### src/rtl/regbank_pkg.sv
package regbank_pkg;

  localparam int NREG = 3;

  typedef enum logic [2:0] {
    OP_IDLE  = 3'd0,
    OP_LOAD  = 3'd1,
    OP_STORE = 3'd2,
    OP_MOVE  = 3'd3,
    OP_SWAP  = 3'd4
  } op_e;

  typedef enum logic [1:0] {
    RID_A    = 2'd0,
    RID_U    = 2'd1,
    RID_V    = 2'd2,
    RID_NONE = 2'd3
  } rid_e;

  // write source per register: from the bus, or from one of the registers
  typedef enum logic [1:0] {
    WS_BUS = 2'd0,
    WS_A   = 2'd1,
    WS_U   = 2'd2,
    WS_V   = 2'd3
  } wsrc_e;

  typedef enum logic [1:0] {
    OPS_MEM  = 2'd0,
    OPS_U    = 2'd1,
    OPS_V    = 2'd2,
    OPS_ZERO = 2'd3
  } opsel_e;

endpackage

### src/rtl/rb_cmd_decode.sv
module rb_cmd_decode
  import regbank_pkg::*;
(
  input  logic [2:0]            cmd_op,
  input  logic [1:0]            cmd_src,
  input  logic [1:0]            cmd_dst,
  output logic [NREG-1:0]       wr_en,
  output logic [NREG-1:0][1:0]  wr_sel,
  output logic [NREG-1:0]       drv_en
);

  logic src_ok, dst_ok, pair_ok;
  logic [1:0] src_ws, dst_ws;

  assign src_ok  = (cmd_src != RID_NONE);
  assign dst_ok  = (cmd_dst != RID_NONE);
  assign pair_ok = src_ok && dst_ok && (cmd_src != cmd_dst);
  assign src_ws  = cmd_src + 2'd1;
  assign dst_ws  = cmd_dst + 2'd1;

  always_comb begin
    wr_en  = '0;
    wr_sel = '0;
    drv_en = '0;
    for (int i = 0; i < NREG; i++) begin
      case (cmd_op)
        OP_LOAD: begin
          if (dst_ok && cmd_dst == i[1:0]) begin
            wr_en[i]  = 1'b1;
            wr_sel[i] = WS_BUS;
          end
        end
        OP_STORE: begin
          if (src_ok && cmd_src == i[1:0]) drv_en[i] = 1'b1;
        end
        OP_MOVE: begin
          if (pair_ok && cmd_dst == i[1:0]) begin
            wr_en[i]  = 1'b1;
            wr_sel[i] = src_ws;
          end
        end
        OP_SWAP: begin
          if (pair_ok && cmd_dst == i[1:0]) begin
            wr_en[i]  = 1'b1;
            wr_sel[i] = src_ws;
          end
          if (pair_ok && cmd_src == i[1:0]) begin
            wr_en[i]  = 1'b1;
            wr_sel[i] = dst_ws;
          end
        end
        default: ;
      endcase
    end
  end

  // never more than one register selected to drive the bus
  always_comb begin
    assert_single_driver_R5: assert ($onehot0(drv_en) || $isunknown(cmd_op));
  end

endmodule

### src/rtl/rb_reg_file.sv
module rb_reg_file
  import regbank_pkg::*;
#(
  parameter int W = 8
) (
  input  logic                  clk,
  input  logic                  rst,
  input  logic [W-1:0]          bus_in,
  input  logic [NREG-1:0]       wr_en,
  input  logic [NREG-1:0][1:0]  wr_sel,
  output logic [NREG-1:0][W-1:0] reg_q,
  output logic [NREG-1:0][W-1:0] reg_nxt
);

  // every register reads old values of all registers, so a swap needs no temp
  for (genvar g = 0; g < NREG; g++) begin : g_reg
    logic [W-1:0] pick;

    always_comb begin
      case (wr_sel[g])
        WS_BUS:  pick = bus_in;
        WS_A:    pick = reg_q[0];
        WS_U:    pick = reg_q[1];
        default: pick = reg_q[2];
      endcase
      reg_nxt[g] = wr_en[g] ? pick : reg_q[g];
    end

    always_ff @(posedge clk) begin
      if (rst) reg_q[g] <= '0;
      else     reg_q[g] <= reg_nxt[g];
    end
  end

endmodule

### src/rtl/rb_opnd_sel.sv
module rb_opnd_sel
  import regbank_pkg::*;
#(
  parameter int W = 8
) (
  input  logic         clk,
  input  logic         rst,
  input  logic [1:0]   opnd_sel,
  input  logic [W-1:0] mem_byte,
  input  logic [W-1:0] u_nxt,
  input  logic [W-1:0] v_nxt,
  output logic [W-1:0] opnd_q
);

  logic [W-1:0] opnd_d;

  always_comb begin
    case (opnd_sel)
      OPS_MEM: opnd_d = mem_byte;
      OPS_U:   opnd_d = u_nxt;
      OPS_V:   opnd_d = v_nxt;
      default: opnd_d = '0;
    endcase
  end

  always_ff @(posedge clk) begin
    if (rst) opnd_q <= '0;
    else     opnd_q <= opnd_d;
  end

  // reserved select code yields a zero operand
  assert_zero_operand_R7: assert property (@(posedge clk) disable iff (rst)
    (opnd_sel == OPS_ZERO) |=> (opnd_q == '0));

endmodule

### src/rtl/rb_bus_drv.sv
module rb_bus_drv
  import regbank_pkg::*;
#(
  parameter int W = 8
) (
  input  logic                   clk,
  input  logic                   rst,
  input  logic [NREG-1:0]        drv_en,
  input  logic [NREG-1:0][W-1:0] reg_q,
  output logic [W-1:0]           bus_out,
  output logic                   bus_drive
);

  logic [W-1:0] drv_val;

  always_comb begin
    drv_val = '0;
    for (int i = 0; i < NREG; i++)
      if (drv_en[i]) drv_val = drv_val | reg_q[i];
  end

  always_ff @(posedge clk) begin
    if (rst) begin
      bus_out   <= '0;
      bus_drive <= 1'b0;
    end else begin
      bus_out   <= drv_val;
      bus_drive <= |drv_en;
    end
  end

  // idle bus output carries zero
  assert_bus_quiet_R6: assert property (@(posedge clk) disable iff (rst)
    !bus_drive |-> (bus_out == '0));

endmodule

### src/rtl/acc_tmp_regbank.sv
module acc_tmp_regbank
  import regbank_pkg::*;
#(
  parameter int W = 8
) (
  input  logic         clk,
  input  logic         rst,
  input  logic [2:0]   cmd_op,
  input  logic [1:0]   cmd_src,
  input  logic [1:0]   cmd_dst,
  input  logic [W-1:0] bus_in,
  input  logic [W-1:0] mem_byte,
  input  logic [1:0]   opnd_sel,
  output logic [W-1:0] acc_out,
  output logic [W-1:0] opnd_out,
  output logic [W-1:0] bus_out,
  output logic         bus_drive
);

  logic [NREG-1:0]        wr_en;
  logic [NREG-1:0][1:0]   wr_sel;
  logic [NREG-1:0]        drv_en;
  logic [NREG-1:0][W-1:0] reg_q;
  logic [NREG-1:0][W-1:0] reg_nxt;

  rb_cmd_decode i_dec (
    .cmd_op (cmd_op),
    .cmd_src(cmd_src),
    .cmd_dst(cmd_dst),
    .wr_en  (wr_en),
    .wr_sel (wr_sel),
    .drv_en (drv_en)
  );

  rb_reg_file #(.W(W)) i_regs (
    .clk    (clk),
    .rst    (rst),
    .bus_in (bus_in),
    .wr_en  (wr_en),
    .wr_sel (wr_sel),
    .reg_q  (reg_q),
    .reg_nxt(reg_nxt)
  );

  rb_opnd_sel #(.W(W)) i_opnd (
    .clk     (clk),
    .rst     (rst),
    .opnd_sel(opnd_sel),
    .mem_byte(mem_byte),
    .u_nxt   (reg_nxt[1]),
    .v_nxt   (reg_nxt[2]),
    .opnd_q  (opnd_out)
  );

  rb_bus_drv #(.W(W)) i_bus (
    .clk      (clk),
    .rst      (rst),
    .drv_en   (drv_en),
    .reg_q    (reg_q),
    .bus_out  (bus_out),
    .bus_drive(bus_drive)
  );

  assign acc_out = reg_q[0];

  function automatic logic [W-1:0] rd(input logic [NREG-1:0][W-1:0] qq,
                                      input logic [1:0] id);
    case (id)
      RID_A:   return qq[0];
      RID_U:   return qq[1];
      RID_V:   return qq[2];
      default: return '0;
    endcase
  endfunction

  logic pair_ok, is_idle;
  assign pair_ok = (cmd_src != RID_NONE) && (cmd_dst != RID_NONE) && (cmd_src != cmd_dst);
  assign is_idle = (cmd_op == OP_IDLE) || (cmd_op > OP_SWAP);

  // reset clears the visible outputs
  assert_reset_clear_R1: assert property (@(posedge clk)
    rst |=> (acc_out == '0 && opnd_out == '0 && bus_out == '0 && !bus_drive));

  // both registers of a swap exchange on the same edge
  assert_swap_exchange_R4: assert property (@(posedge clk) disable iff (rst)
    (cmd_op == OP_SWAP && pair_ok) |=>
      (rd(reg_q, $past(cmd_dst)) == $past(rd(reg_q, cmd_src))) &&
      (rd(reg_q, $past(cmd_src)) == $past(rd(reg_q, cmd_dst))));

  // a valid store drives the source's value from the command cycle
  assert_store_value_R5: assert property (@(posedge clk) disable iff (rst)
    (cmd_op == OP_STORE && cmd_src != RID_NONE) |=>
      (bus_drive && bus_out == $past(rd(reg_q, cmd_src))));

  // idle and unused codes hold every register
  assert_idle_hold_R9: assert property (@(posedge clk) disable iff (rst)
    is_idle |=> $stable(reg_q));

endmodule

### config.mk
export PLATFORM = sky130hd
export DESIGN_NAME = acc_tmp_regbank
export DESIGN_NICKNAME = d
export VERILOG_FILES = /design/src/rtl/regbank_pkg.sv /design/src/rtl/rb_cmd_decode.sv /design/src/rtl/rb_reg_file.sv /design/src/rtl/rb_opnd_sel.sv /design/src/rtl/rb_bus_drv.sv /design/src/rtl/acc_tmp_regbank.sv
export SDC_FILE = /design/constraint.sdc
export NUM_CORES = 1
export LEC_CHECK = 0
export BUFFER_PORTS_ARGS = -buffer_cell sky130_fd_sc_hd__buf_2
export CORE_MARGIN = 5
export CORE_UTILIZATION = 52
export CTS_CLUSTER_DIAMETER = 120
export DETAILED_ROUTE_END_ITERATION = 8
export PLACE_DENSITY = 0.84
export SYNTH_ARGS = -nofsm -noshare
export SYNTH_HDL_FRONTEND = slang
export SYNTH_SLANG_ARGS = --single-unit
### constraint.sdc
create_clock -name clk -period 6.2 [get_ports clk]
set_clock_uncertainty 0.15 [all_clocks]
set_input_delay 0.93 -clock clk [delete_from_list [all_inputs] [get_ports clk]]
set_output_delay 0.93 -clock clk [all_outputs]
set_load 0.02 [all_outputs]
==> summary.md <==
| Metric | Value |
|---|---|
| Status | `finished, final reports clean` |
| Congestion Overflow GR | `0` |
| Crit Path Class | `input pin to flip-flop` |
| Slowest cell on the critical path | `a21oi_2` |
| H-tree depth | `2` |
| Pre-antenna DRT Iters | `6` |
| Post-route design area | `about 3000 um2` |
| Worst path cell trace | `buf_2 > inv_1 > ha_1 > nor4b_2 > o211ai_1 > a21oi_2 > o2bb2ai_1 > a32oi_1 > o211ai_1` |
| Vias in the first global route | `around 2600` |
| YS warnings | `0` |
| Buffers on Ports | `51` |
| Setup_tns | `0 ns` |
| Clock slew at reported path FFs | `approximately 0.080 ns` |
| Number of CTS-inserted buffers | `5` |
| Final-layout fill cell count | `485` |
| Via count | `between 2000 and 3000` |
| Crit start category | `input pin` |
| Initial antenna violation count | `0` |
| Overall Power | `around 600 uW` |
| Max Buffers Root-to-Sink | `2` |
| Total track usage | `between 20% and 30%` |
| RSZ-0062 raised after global routing | `false` |
| Register area | `slightly above 800 um2` |
| Worst path most repeated cell | `o211ai_1` |
| Hpwl dp | `5840 um` |
| Post-synthesis register bit count | `just over 40` |
| Worst Hold Class | `flip-flop to flip-flop` |
| Fin. max-slew vios | `0` |
| CTS tree | `yes` |
| Vert. Die Dim | `83.0 um` |
| # Max-Cap Violations | `0` |
| Vias/cell | `about 6.5` |
| Req. time, crit path | `around 6.3 ns` |
| Routability cong. | `0.924` |
| Pin count of the biggest net entering global routing | `32` |
| Width of the die | `~83 um` |
| Routed Antenna Nets | `0` |
| Seq/Total Area, Yosys | `a little under 30%` |
| Layout area overhead | `11.2%` |
| Final setup viols | `0` |
| Leakage power | `0.00125 uW` |
| Max incr delay on CP | `about 0.64 ns` |
| Area of the core | `just over 5000 um2` |
| WL per Instance | `approximately 18 um` |
| Residual DRC count | `0` |
| Synth top area cells | `dfxtp_1 30%, nor2_1 4.9%, o211ai_1 4.9%` |
| Post-synthesis async set-or-reset flop share | `0%` |
| CP max FO | `18` |
| Netlist Area Pre-Place | `between 2000 and 3000 um2` |
| Number of distinct library cells after synthesis | `58` |
| Syn nets | `around 370` |
| Commonest cells after routing, fill and taps aside | `51 x buf_2, 41 x dfxtp_1, 36 x nor2_1, 18 x o211ai_1, 18 x nor3_1` |
| Cts hold-fix bufs | `0` |
| Slew HR | `18.3%` |
| Initial core utilization | `about 54%` |
| Post-CTS Setup Bufs | `0` |
| Multi-input gate area | `~1800 um2` |
| Post-layout net count | `402` |
| Fin crit period | `~3.5 ns` |
| # IOs | `52` |
| CP Capture Type | `flip-flop` |
| Post-synth top area cell | `dfxtp_1` |
| Post-synth top area share | `slightly below 30%` |
| Final Hold Fails | `0` |
| Clk_lat worst skew | `approximately 0.30 ns` |
| # clock sinks | `41` |
| Post-place instance area | `2980 um2` |
| Antenna diodes | `0` |
| PD cells | `between 150 and 200 nW/um2` |
| Fmax | `about 290 MHz` |
| CTS Root Cell | `clkbuf_8` |
| Post_cts resized | `0` |
| Detailed Route Iter0 Violations | `between 300 and 400` |
| Post-synth EDFFs | `0` |
| Avg Inst Size Synth | `between 8 and 9 um2` |
| Mapped Cells | `around 330` |
| Worst vdd ir | `about 130 uV` |
| Leading cell type in the layout, fill and taps excluded | `buf_2` |
| Layout cell share with drive strength beyond 1 | `18.8%` |
| DRT Wirelength | `7850 um` |
| Final period util | `55.8%` |
| Worst EP arrival | `approximately 3.5 ns` |
| FP Rows | `26` |
| Most used DFF post-synth | `dfxtp_1` |
| Least-Margin Pin Slew | `~1.2 ns` |
| Global-route wire length before repair | `~13000 um` |
| Area of the die | `slightly below 7000 um2` |
==> worst max-delay path, delay by kind of cell <==
family / cells / cell delay (ns)
buffers and inverters: 2 / 0.24
adder cells (fa/ha/maj): 1 / 0.24
AND/OR/NAND/NOR: 1 / 0.36
AO/OA/AOI/OAI: 5 / 1.75
==> Yosys cell counts (9+ instances only) <==
master,n
nor3_1,18
a21oi_1,10
o211ai_1,18
inv_1,10
clkbuf_1,9
and3_1,10
nand3_1,11
buf_4,9
nand2_1,17
nor2_1,36
o21ai_0,9
dfxtp_1,41
a32oi_1,9
==> state kept, by name (all words and copies together), names as in the netlist <==
name,count
i_bus.bus_out,8
i_bus.bus_drive,1
i_opnd.opnd_q,8
i_regs.reg_q,24
==> path summary, 6_finish.rpt <==
check	start	endpoint	slack (ns)	depth (start not counted)
worst min-delay path	i_regs.reg_q[18]$_SDFF_PP0_	i_regs.reg_q[18]$_SDFF_PP0_	0.43	2
worst max-delay path	cmd_src[0]	i_opnd.opnd_q[1]$_SDFF_PP0_	2.74	9
worst min register to register	i_regs.reg_q[18]$_SDFF_PP0_	i_regs.reg_q[18]$_SDFF_PP0_	0.43	2
worst max register to register	i_regs.reg_q[2]$_SDFFE_PP0P_	i_opnd.opnd_q[2]$_SDFF_PP0_	4.79	3
==> power breakdown <==
part | internal (uW) | switching (uW) | total [uW]
Clock | 101 | 94.2 | 195
Sequential | 275 | 12.9 | 288
Combinational | 42.0 | 73.8 | 116
==> metrics by stage <==
stage	hold slack [ns]	std cells	utilization, %	setup WS, ns
final	0.425	438	60.0	2.74
after floorplan	0.352	333	-	2.95
after global routing	0.440	438	60.0	2.50
after detailed placement	0.405	430	58.0	2.50
after global placement	0.389	430	58.0	2.55
after CTS	0.418	438	60.0	2.78
==> cell families (layout without fill, tap and decap cells) <==
group	after synthesis	count (layout)	synth area share (%)
mux	15	15	5.73
flops	41	41	29.6
buf+inv	35	70	6.46
compound gates	110	110	31.2
simple gates	122	122	22.8
xor+xnor	2	2	0.632
fa+ha+maj	8	8	3.61
==> final cells by class <==
| class | instances | area share (%) |
|---|---|---|
| inverter | 10 | 1.22 |
| timing repair buffer | 52 | 8.53 |
| clock buffer | 7 | 3.13 |
| multi-input combinational | 257 | 57.5 |
| sequential | 41 | 26.6 |
| clock inverter | 1 | 0.162 |
| tap | 70 | 2.84 |
==> per-layer routing <==
layer	vias to the layer above	wire length [um]	global-route usage, %
met2	181	3410	33.8
li1	1341	-	-
met1	1305	3480	32.6
met3	11	881	5.64
met5	-	0	0
met4	0	80	5.05
No activity file was read; power rests on OpenSTA's default activity.
